### src/rtl/pvdev_pkg.sv
package pvdev_pkg;
  localparam int OFF_HOSTF  = 0;
  localparam int OFF_GUESTF = 4;
  localparam int OFF_PFN    = 8;
  localparam int OFF_QSIZE  = 12;
  localparam int OFF_QSEL   = 14;
  localparam int OFF_NOTIFY = 16;
  localparam int OFF_STATUS = 18;
  localparam int OFF_ISR    = 19;
  localparam int OFF_CFGVEC = 20;
  localparam int OFF_QVEC   = 22;
  localparam int WIN_PLAIN  = 20;
  localparam int WIN_VEC    = 24;
  localparam logic [15:0] NOVEC = 16'hFFFF;
  localparam int DRV_OK_BIT = 2;

  typedef enum logic [3:0] {
    RS_NONE, RS_HOSTF, RS_GUESTF, RS_PFN, RS_QSIZE, RS_QSEL,
    RS_NOTIFY, RS_STATUS, RS_ISR, RS_CFGVEC, RS_QVEC
  } regsel_e;
endpackage

### src/rtl/pvdev_decode.sv
module pvdev_decode
  import pvdev_pkg::*;
#(
  parameter int AW = 8
) (
  input  logic [AW-1:0] addr,
  input  logic          vec_en,
  output regsel_e       sel,
  output logic          fwd,
  output logic [AW-1:0] fwd_addr
);
  logic [AW-1:0] win;

  always_comb begin
    win = vec_en ? AW'(WIN_VEC) : AW'(WIN_PLAIN);
    fwd = (addr >= win);
    fwd_addr = addr - win;
    sel = RS_NONE;
    if (!fwd) begin
      case (addr)
        AW'(OFF_HOSTF):  sel = RS_HOSTF;
        AW'(OFF_GUESTF): sel = RS_GUESTF;
        AW'(OFF_PFN):    sel = RS_PFN;
        AW'(OFF_QSIZE):  sel = RS_QSIZE;
        AW'(OFF_QSEL):   sel = RS_QSEL;
        AW'(OFF_NOTIFY): sel = RS_NOTIFY;
        AW'(OFF_STATUS): sel = RS_STATUS;
        AW'(OFF_ISR):    sel = RS_ISR;
        AW'(OFF_CFGVEC): sel = RS_CFGVEC;
        AW'(OFF_QVEC):   sel = RS_QVEC;
        default:         sel = RS_NONE;
      endcase
    end
  end
endmodule

### src/rtl/pvdev_isr.sv
module pvdev_isr #(
  parameter int W = 8
) (
  input  logic         clk,
  input  logic         rst,
  input  logic [W-1:0] set,
  input  logic         rd_clr,
  input  logic         wipe,
  output logic [W-1:0] isr,
  output logic [W-1:0] isr_nxt
);
  always_comb isr_nxt = ((rd_clr || wipe) ? '0 : isr) | set;

  always_ff @(posedge clk) begin
    if (rst) isr <= '0;
    else     isr <= isr_nxt;
  end

  AST_SET_WINS: assert property (@(posedge clk) disable iff (rst)
    (|set) |=> ((isr & $past(set)) == $past(set)));
  AST_READ_CLEARS: assert property (@(posedge clk) disable iff (rst)
    (rd_clr && !(|set)) |=> (isr == '0));
endmodule

### src/rtl/pvdev_qtable.sv
module pvdev_qtable #(
  parameter int NQ = 16,
  parameter int QW = 4,
  parameter int PW = 32,
  parameter int VW = 16
) (
  input  logic          clk,
  input  logic          rst,
  input  logic          wipe,
  input  logic [QW-1:0] sel,
  input  logic          pfn_we,
  input  logic [PW-1:0] pfn_wdata,
  input  logic          vec_we,
  input  logic [VW-1:0] vec_wdata,
  output logic [PW-1:0] pfn_rd,
  output logic [VW-1:0] vec_rd
);
  logic [PW-1:0] pfn_mem [NQ];
  logic [VW-1:0] vec_mem [NQ];
  logic [NQ-1:0] pfn_ok;
  logic [NQ-1:0] vec_ok;

  // storage without reset so it maps to distributed RAM
  always_ff @(posedge clk) begin
    if (pfn_we) pfn_mem[sel] <= pfn_wdata;
    if (vec_we) vec_mem[sel] <= vec_wdata;
  end

  // one-cycle wipe through per-entry valid flags
  always_ff @(posedge clk) begin
    if (rst || wipe) begin
      pfn_ok <= '0;
      vec_ok <= '0;
    end else begin
      if (pfn_we) pfn_ok[sel] <= 1'b1;
      if (vec_we) vec_ok[sel] <= 1'b1;
    end
  end

  always_comb begin
    pfn_rd = pfn_ok[sel] ? pfn_mem[sel] : '0;
    vec_rd = vec_ok[sel] ? vec_mem[sel] : '1;
  end

  AST_WIPE_EMPTIES: assert property (@(posedge clk) disable iff (rst)
    wipe |=> (pfn_rd == '0 && vec_rd == '1));
endmodule

### src/rtl/pvdev_regfile.sv
module pvdev_regfile
  import pvdev_pkg::*;
#(
  parameter int          AW            = 8,
  parameter int          NQ            = 16,
  parameter int          NUM_VEC       = 8,
  parameter int          QSIZE_UNIT    = 64,
  parameter logic [31:0] HOST_FEAT     = 32'h4100_0023,
  parameter logic [31:0] FALLBACK_MASK = 32'h0000_0021,
  parameter bit          HAS_FALLBACK  = 1'b1,
  parameter int          BAD_FEAT_BIT  = 30,
  localparam int         QW            = (NQ > 1) ? $clog2(NQ) : 1
) (
  input  logic          clk,
  input  logic          rst,
  input  logic          bus_valid,
  input  logic          bus_write,
  input  logic [AW-1:0] bus_addr,
  input  logic [1:0]    bus_size,
  input  logic [31:0]   bus_wdata,
  output logic [31:0]   bus_rdata,
  output logic          bus_rvalid,
  input  logic          vec_en,
  input  logic          bus_master_en,
  input  logic [7:0]    isr_set,
  output logic          irq_level,
  output logic          notify_valid,
  output logic [QW-1:0] notify_queue,
  output logic          cfg_valid,
  output logic          cfg_write,
  output logic [AW-1:0] cfg_addr,
  output logic [1:0]    cfg_size,
  output logic [31:0]   cfg_wdata,
  input  logic [31:0]   cfg_rdata
);
  localparam logic [31:0] BAD_VALUE = HAS_FALLBACK ? (HOST_FEAT & FALLBACK_MASK) : 32'h0;

  regsel_e       sel;
  logic          fwd;
  logic [AW-1:0] fwd_addr;
  logic          wr, rd, wipe, bm_q, bm_fall;
  logic [31:0]   guest_f;
  logic [7:0]    status, st_n;
  logic [QW-1:0] qsel;
  logic [15:0]   cfg_vec, vec_map, qsize_cur;
  logic [31:0]   pfn_rd, rd_mux;
  logic [15:0]   qvec_rd;
  logic [7:0]    isr, isr_nxt;
  logic          wr_lo_in_range;

  pvdev_decode #(.AW(AW)) u_decode (
    .addr(bus_addr), .vec_en(vec_en), .sel(sel), .fwd(fwd), .fwd_addr(fwd_addr)
  );

  always_comb begin
    wr   = bus_valid && bus_write && !fwd;
    rd   = bus_valid && !bus_write && !fwd;
    wipe = wr && ((sel == RS_PFN && bus_wdata == 32'h0) ||
                  (sel == RS_STATUS && bus_wdata[7:0] == 8'h0));
    bm_fall = bm_q && !bus_master_en;
    wr_lo_in_range = (bus_wdata[15:0] < 16'(NQ));
    vec_map = (bus_wdata[15:0] < 16'(NUM_VEC)) ? bus_wdata[15:0] : NOVEC;
    qsize_cur = 16'(QSIZE_UNIT * (int'(qsel) + 1));
  end

  pvdev_isr #(.W(8)) u_isr (
    .clk(clk), .rst(rst), .set(isr_set), .rd_clr(rd && sel == RS_ISR),
    .wipe(wipe), .isr(isr), .isr_nxt(isr_nxt)
  );

  pvdev_qtable #(.NQ(NQ), .QW(QW), .PW(32), .VW(16)) u_qtable (
    .clk(clk), .rst(rst), .wipe(wipe), .sel(qsel),
    .pfn_we(wr && sel == RS_PFN && bus_wdata != 32'h0), .pfn_wdata(bus_wdata),
    .vec_we(wr && sel == RS_QVEC), .vec_wdata(vec_map),
    .pfn_rd(pfn_rd), .vec_rd(qvec_rd)
  );

  always_comb begin
    st_n = status;
    if (wipe) st_n = 8'h0;
    else if (wr && sel == RS_STATUS) st_n = bus_wdata[7:0];
    if (bm_fall) st_n[DRV_OK_BIT] = 1'b0;
  end

  always_comb begin
    case (sel)
      RS_HOSTF:  rd_mux = HOST_FEAT;
      RS_GUESTF: rd_mux = guest_f;
      RS_PFN:    rd_mux = pfn_rd;
      RS_QSIZE:  rd_mux = {16'h0, qsize_cur};
      RS_QSEL:   rd_mux = 32'(qsel);
      RS_STATUS: rd_mux = {24'h0, status};
      RS_ISR:    rd_mux = {24'h0, isr};
      RS_CFGVEC: rd_mux = {16'h0, cfg_vec};
      RS_QVEC:   rd_mux = {16'h0, qvec_rd};
      default:   rd_mux = 32'hFFFF_FFFF;
    endcase
    if (fwd) rd_mux = cfg_rdata;
  end

  always_ff @(posedge clk) bm_q <= bus_master_en;

  always_ff @(posedge clk) begin
    if (rst) begin
      guest_f      <= 32'h0;
      status       <= 8'h0;
      qsel         <= '0;
      cfg_vec      <= NOVEC;
      notify_valid <= 1'b0;
      notify_queue <= '0;
      bus_rvalid   <= 1'b0;
      bus_rdata    <= 32'h0;
      irq_level    <= 1'b0;
    end else begin
      status <= st_n;
      if (wipe) guest_f <= 32'h0;
      else if (wr && sel == RS_GUESTF)
        guest_f <= bus_wdata[BAD_FEAT_BIT] ? BAD_VALUE : bus_wdata;
      if (wipe) cfg_vec <= NOVEC;
      else if (wr && sel == RS_CFGVEC) cfg_vec <= vec_map;
      if (wr && sel == RS_QSEL && wr_lo_in_range) qsel <= bus_wdata[QW-1:0];
      notify_valid <= wr && sel == RS_NOTIFY && wr_lo_in_range;
      notify_queue <= bus_wdata[QW-1:0];
      bus_rvalid   <= bus_valid && !bus_write;
      if (bus_valid && !bus_write) bus_rdata <= rd_mux;
      irq_level    <= !vec_en && isr_nxt[0];
    end
  end

  always_comb begin
    cfg_valid = bus_valid && fwd;
    cfg_write = bus_write;
    cfg_addr  = fwd_addr;
    cfg_size  = bus_size;
    cfg_wdata = bus_wdata;
  end

  AST_READ_LATENCY: assert property (@(posedge clk) disable iff (rst)
    (bus_valid && !bus_write) |=> bus_rvalid);
  AST_QSEL_IGNORED: assert property (@(posedge clk) disable iff (rst)
    (wr && sel == RS_QSEL && !wr_lo_in_range) |=> $stable(qsel));
  AST_STATUS_ZERO_RESETS: assert property (@(posedge clk) disable iff (rst)
    (wr && sel == RS_STATUS && bus_wdata[7:0] == 8'h0) |=> (guest_f == 32'h0 && status == 8'h0));
  AST_IRQ_TRACKS_ISR: assert property (@(posedge clk) disable iff (rst)
    $past(!vec_en) |-> (irq_level == isr[0]));
  AST_NOTIFY_FROM_WRITE: assert property (@(posedge clk) disable iff (rst)
    notify_valid |-> $past(bus_valid && bus_write));
  AST_VEC_ALLOC_FAIL: assert property (@(posedge clk) disable iff (rst)
    (wr && sel == RS_CFGVEC && bus_wdata[15:0] >= 16'(NUM_VEC)) |=> (cfg_vec == NOVEC));
  AST_MASTER_OFF_DROPS_READY: assert property (@(posedge clk) disable iff (rst)
    $fell(bus_master_en) |=> !status[DRV_OK_BIT]);
endmodule

### config.mk
export PLATFORM = sky130hd
export DESIGN_NAME = pvdev_regfile
export DESIGN_NICKNAME = d
export VERILOG_FILES = /design/src/rtl/pvdev_pkg.sv /design/src/rtl/pvdev_decode.sv /design/src/rtl/pvdev_isr.sv /design/src/rtl/pvdev_qtable.sv /design/src/rtl/pvdev_regfile.sv
export SDC_FILE = /design/constraint.sdc
export NUM_CORES = 1
export LEC_CHECK = 0
export BUFFER_PORTS_ARGS = -buffer_cell sky130_fd_sc_hd__buf_2
export CAP_MARGIN = 30
export CORE_MARGIN = 10
export CORE_UTILIZATION = 55
export CTS_CLUSTER_DIAMETER = 200
export DETAILED_ROUTE_END_ITERATION = 16
export GPL_TIMING_DRIVEN = 0
export PLACE_DENSITY = 0.72
export SYNTH_ARGS = -nofsm -noshare
export SYNTH_HDL_FRONTEND = slang
export SYNTH_HIERARCHICAL = 1
export SYNTH_SLANG_ARGS = --single-unit
### constraint.sdc
create_clock -name clk -period 5.1 [get_ports clk]
set_input_delay 1.02 -clock clk [delete_from_list [all_inputs] [get_ports clk]]
set_output_delay 1.02 -clock clk [all_outputs]
set_load 0.01 [all_outputs]
-- Yosys cells after proc, flatten, opt, wreduce, memory -nomap -nowiden
Memory sizes are Yosys's and may differ from the RTL's. A register that Yosys moved wholly into a read port is not among the register bits.
Index checks and enable logic that the tools add are counted.
- bits of input ports: 88
- memories kept: 3
- output and inout port bits: 83
- register bits: 140
- bits in writable memories: 768
- memory bits (read-only): 128
- logic and storage cells: 96
- memory list (name ; depth ; bits a word ; rd ports ; clocked after Yosys merged registers in ; write ports ; line ; text):
    u_qtable.pfn_mem ; 16 ; 32 ; 1 ; 1 ; 1 ; pvdev_qtable.sv:18 ; logic [PW-1:0] pfn_mem [NQ];
    u_qtable.vec_mem ; 16 ; 16 ; 1 ; 1 ; 1 ; pvdev_qtable.sv:19 ; logic [VW-1:0] vec_mem [NQ];
    (no name shown) ; 32 ; 4 ; 1 ; 0 ; 0 ; pvdev_decode.sv:20 ; case (addr)
- $lt $le $gt $ge: 5
- mux-type cells: 24
- bitwise gates (word level): 3
- reduce and logical (&&, ||, !) cells: 35
- $add $sub $neg: 2
- eq/ne operators: 10
- operators with widths (kind ; count):
    $pmux 32 s9 ; 1
    $mux 32 ; 3
    $logic_not 32->1 ; 1
    $mux 16 ; 2
    $or 16x16->16 ; 2
    $reduce_bool 32->1 ; 1
    $mux 4 ; 7
    $logic_and 1x1->1 ; 22
    $eq 4x3->1 const B ; 4
    $lt 16x4->1 const B ; 1
    $lt 16x5->1 const B ; 1
    $eq 4x4->1 const B ; 3
    $bmux 1 s4 ; 2
    $eq 4x2->1 const B ; 2
    $ge 8x8->1 ; 1
    $logic_not 8->1 ; 1
    $mux 8 ; 1
    $or 8x8->8 ; 1
    $sub 8x8->8 ; 1
    $mux 1 ; 7
    $add 4x1->5 const B ; 1
    $lt 4x5->1 const B ; 1
    $demux 1 s4 ; 1
    $eq 4x1->1 const B ; 1
    6 further kinds ; 11

-- Depth between registers and ports, before layout
- depth after elaboration: 11
- mapped depth: 16

-- Modules after synthesis
Netlist, hierarchy kept.
- by module, submodules not included (module ; times used ; cells each ; seq. area each (µm²) ; area each (µm²)):
    pvdev_qtable ; 1 ; 1310 ; 23702.7 ; 30168.9
    pvdev_regfile ; 1 ; 595 ; 1981.9 ; 4977.3
    pvdev_isr ; 1 ; 41 ; 160.2 ; 334.1
    pvdev_decode ; 1 ; 46 ; 0.0 ; 319.1

-- Worst setup path before layout
OpenSTA, ideal clock, no wires.
- kind: input to register
- start: input port bus_addr[2]
- end: memory u_qtable.pfn_mem[0][0], enable pin
- cell stages on the path: 12
- data required time: 4.677 ns
- slack: -0.408 ns
- arrival: 5.086 ns
- path buffers: 1
- cells stage by stage: clkbuf_1 > inv_1 > ha_1 > fa_1 > nor2b_1 > or4b_4 > a21oi_1 > and4bb_1 > nand2_1 > a21oi_1 > or3b_2 > nor2_1
- cells in the longest elaborated chain, start to end: 8
- elaborated cells on any way between the ends: 11
- ends and longest elaborated chain (element ; line ; text):
    start, declared ; pvdev_regfile.sv:18 ; input logic [AW-1:0] bus_addr,
    $mem_v2 32x4 ; -- ;
    $mux 4 ; pvdev_decode.sv:20 ;
    $mux 4 (*) ; pvdev_decode.sv:19 ; if (!fwd) begin
    named net sel[1] ; pvdev_regfile.sv:38 ; regsel_e sel;
    $eq 4x2->1 (*) ; pvdev_regfile.sv:73 ; .pfn_we(wr && sel == RS_PFN && bus_wdata != 32'h0), .pfn_wdata(bus_wdata),
    $logic_and 1x1->1 (*) (2 in a row) ; pvdev_regfile.sv:73 ;
    $mux 1 (*) ; pvdev_qtable.sv:25 ; if (pfn_we) pfn_mem[sel] <= pfn_wdata;
    $mux 1 (implied by the code) (*) ; pvdev_qtable.sv:25 ;
    end, declared ; pvdev_qtable.sv:18 ;
Mark *: on every way through the listed nets, which the timed path passes. The rest lies on a longest branch.

-- Worst setup path after layout
- start: input port bus_addr[2]
- end: memory u_qtable.pfn_mem[3][17], enable pin
Same word-level chain as after synthesis.

==> impl_metrics.prom <==
# TYPE chip_impl_metric gauge
chip_impl_metric{name="fill_cells",unit=""} 4355
chip_impl_metric{name="first_global_vias",unit=""} 21100
chip_impl_metric{name="ys_warn_count",unit=""} 6
chip_impl_metric{name="worstHoldPathCells",unit=""} 2
chip_impl_metric{name="num_vias",unit=""} 20900
chip_impl_metric{name="detail-route-antenna-nets",unit=""} 0
chip_impl_info{name="timing.critical_path.from_type",value="primary input"} 1
chip_impl_info{name="crit_path_cell_trace",value="clkbuf_1, inv_1, ha_1, fa_1, nor2b_1, or4b_4, a221oi_4, and4bb_1, nand2_1, a21oi_1, nand3_1, nor2_4, buf_12"} 1
chip_impl_metric{name="period_needed",unit="ns"} 4.99
chip_impl_metric{name="arrival",unit="ns"} 5.31
chip_impl_metric{name="route.detailed.vias_per_inst",unit=""} 6.50
chip_impl_metric{name="floorplan.initialDensity",unit="%"} 55.5
chip_impl_metric{name="finalCritPeriodShare",unit="%"} 97.8
chip_impl_metric{name="top_fanout_value_on_the_critical_path",unit=""} 23
chip_impl_metric{name="layout.cells.non_filler",unit=""} 3222
chip_impl_info{name="setup_repair_after_global_routing_missed_its_margin",value="no"} 1
chip_impl_metric{name="pin_count_of_the_biggest_net_entering_global_routing",unit=""} 24
chip_impl_metric{name="tritoncts.num_buffers",unit=""} 90
chip_impl_metric{name="die-width",unit="um"} 275
chip_impl_metric{name="max_clock_freq",unit="MHz"} 201
chip_impl_metric{name="dp_hpwl",unit="um"} 65600
chip_impl_info{name="layout.cells.most_common_list",value="768 x sky130_fd_sc_hd__edfxtp_1, 200 x sky130_fd_sc_hd__mux4_2, 188 x sky130_fd_sc_hd__buf_2"} 1
chip_impl_info{name="worst_path_top_cell_family_by_delay",value="simple AND/OR/NAND/NOR gates"} 1
chip_impl_metric{name="wl_per_cell",unit="um"} 30.2
chip_impl_metric{name="slew_violations",unit=""} 0
chip_impl_info{name="critPathCaptureType",value="flip-flop"} 1
chip_impl_info{name="critical-path-slowest-cell",value="sky130_fd_sc_hd__nor2_4"} 1
chip_impl_metric{name="worstSetupPathDepth",unit=""} 13
chip_impl_metric{name="syn_area_per_cell",unit="um^2"} 18.0
chip_impl_metric{name="vdd_drop_max",unit="uV"} 341
chip_impl_metric{name="ff2ff_path_depth",unit=""} 11
chip_impl_metric{name="cellPowerDensity",unit="nW/um^2"} 359
chip_impl_metric{name="tightest_slew",unit="ns"} 1.11
chip_impl_metric{name="grt.overflow.total",unit=""} 0
chip_impl_metric{name="place_congestion",unit=""} 0.976
chip_impl_metric{name="detail_route.drc_violations",unit=""} 0
chip_impl_metric{name="num_rows",unit=""} 93
chip_impl_metric{name="area_of_the_multi_input_gates",unit="um^2"} 9120
chip_impl_metric{name="die-height",unit="um"} 275
chip_impl_metric{name="final-seq-area",unit="um^2"} 25800
chip_impl_metric{name="router_iterations_before_antenna_repair",unit=""} 7
chip_impl_metric{name="post_layout_utilization_of_the_core",unit="%"} 64.8
chip_impl_metric{name="crit_path_required_time",unit="ns"} 5.42
chip_impl_metric{name="clock_latency",unit="ns"} 0.64
chip_impl_info{name="most_common_cell_after_layout_fill_and_taps_aside",value="sky130_fd_sc_hd__edfxtp_1"} 1
chip_impl_metric{name="track_usage",unit="%"} 25.7
chip_impl_metric{name="p_r_area_growth_vs_syn",unit="%"} 16.7
chip_impl_metric{name="clock_path_buffers",unit=""} 3
chip_impl_metric{name="finalInstanceArea",unit="um^2"} 41800
chip_impl_metric{name="finClkSkew",unit="ns"} 0.0372
chip_impl_metric{name="port_buffers",unit=""} 167
chip_impl_metric{name="timing.max_slew.rel_slack",unit="%"} 25.0
chip_impl_metric{name="route.final.wire_length",unit="um"} 97200
chip_impl_metric{name="buffers_inverters_on_critical_path",unit=""} 3
chip_impl_metric{name="synth_cells",unit=""} 1985
chip_impl_info{name="setup.worst_path.class",value="primary input to flip-flop"} 1
chip_impl_metric{name="netlist_area",unit="um^2"} 35800
chip_impl_metric{name="static-leakage-power",unit="uW"} 0.0142
chip_impl_metric{name="fraction_of_layout_instances_using_a_drive_strength_above_1",unit="%"} 29.9
chip_impl_metric{name="design.core.area",unit="um^2"} 64500
chip_impl_metric{name="place.detailed.instances",unit=""} 3042
chip_impl_metric{name="grt_pass1_wl",unit="um"} 142000
chip_impl_metric{name="max_cap_viol_count",unit=""} 0
chip_impl_metric{name="drt_first_iter_violations",unit=""} 2519
chip_impl_metric{name="ctsHoldBuffers",unit=""} 0
chip_impl_metric{name="placement.cell_area",unit="um^2"} 38500
chip_impl_metric{name="final-hold-violation-count",unit=""} 0
chip_impl_metric{name="cts.reportedPaths.clkPinSlew",unit="ns"} 0.06
chip_impl_metric{name="antenna_found_initial",unit=""} 1
chip_impl_metric{name="dieArea",unit="um^2"} 75600
chip_impl_info{name="tritoncts",value="done"} 1
chip_impl_metric{name="final-setup-viol-count",unit=""} 0
chip_impl_metric{name="num-nets-final",unit=""} 2386
chip_impl_metric{name="postSynthNetCount",unit=""} 2077
chip_impl_metric{name="tns_setup",unit="ns"} 0
chip_impl_metric{name="tritoncts_num_sinks",unit=""} 907
chip_impl_info{name="hold_class",value="flip-flop to flip-flop"} 1
chip_impl_info{name="ctsRootBufferMaster",value="sky130_fd_sc_hd__clkbuf_16"} 1
chip_impl_info{name="status",value="complete, no violations"} 1
chip_impl_metric{name="cts_max_level",unit=""} 3
chip_impl_metric{name="top_level_ports",unit=""} 171
chip_impl_metric{name="critical-path-max-stage-delay",unit="ns"} 0.62
==> registers in the layout, indices dropped and copies added (netlist names), 4 cells and up <==
register	count
u_isr/isr	8
u_qtable/vec_mem	256
bus_rdata	32
qsel	4
status	8
u_qtable/pfn_mem	512
guest_f	31
u_qtable/pfn_ok	16
cfg_vec	16
u_qtable/vec_ok	16
notify_queue	4
==> stage by stage <==
| stage | setup WS (ns) | hold WS, ns | power [uW] |
|---|---|---|---|
| final | 0.113 | 0.453 | 15000 |
| after CTS | 0.00289 | 0.452 | 15100 |
| after global placement | -2.99 | 0.432 | 8490 |
| after detailed placement | -1.19 | 0.441 | 8500 |
| after floorplan | -0.408 | 0.435 | 8300 |
| after global routing | 0.00992 | 0.465 | 15400 |
==> worst reg2reg max path: cells and delay by family (launching register included) <==
| kind | cells | cell delay, ns |
|---|---|---|
| and+or+nand+nor | 3 | 0.76 |
| DFF | 1 | 0.63 |
| AOI/OAI and AO/OA | 4 | 0.76 |
| buffers and inverters | 3 | 1.51 |
| muxes | 1 | 0.14 |
==> layout make-up <==
type,instances,area share (%)
well taps,855,2.56
clock inverters,52,1.24
multi-input cells,892,21.8
repair buffers,217,4.04
plain buffers,171,2.39
diodes,1,0.00599
clock buffers,112,5.89
inverters,15,0.135
flip-flops and latches,907,61.9
==> worst paths after layout <==
kind,start,end,slack (ns)
setup reg to reg,qsel[2]$_SDFFE_PP0P_,bus_rdata[5]$_SDFFE_PP0P_,1.22
setup / recovery,bus_addr[2],u_qtable/pfn_mem[3][17]$_DFFE_PP_,0.11
hold / removal,bus_rdata[18]$_SDFFE_PP0P_,bus_rdata[18]$_SDFFE_PP0P_,0.45
hold reg to reg,bus_rdata[18]$_SDFFE_PP0P_,bus_rdata[18]$_SDFFE_PP0P_,0.45
==> what timing repair did <==
item | 4_1_cts | 5_1_grt
cloned | 0 | 0
setup buffers | 4 | 11
gates resized for setup | 3 | 13
hold endpoints to repair | 0 | 0
setup endpoints to repair | 475 | 431
pin swaps | 4 | 8
==> power by group <==
part,internal (uW),switching (uW),leakage [uW],total (uW)
combinational,106,219,0.00397,325
clock,3890,2750,0.00146,6640
sequential,8010,12.8,0.00876,8020
==> metal layers <==
metal | GRT usage [%] | wire length [um] | part of all wire, % | up-vias
met5 | 0 | 0 | 0 | -
met1 | 34.8 | 37200 | 38 | 10800
li1 | - | - | - | 8654
met3 | 5.57 | 9980 | 10 | 202
met2 | 40.2 | 46000 | 47 | 1250
met4 | 11.1 | 4040 | 4.2 | 0
(Power assumes the default switching activity.)
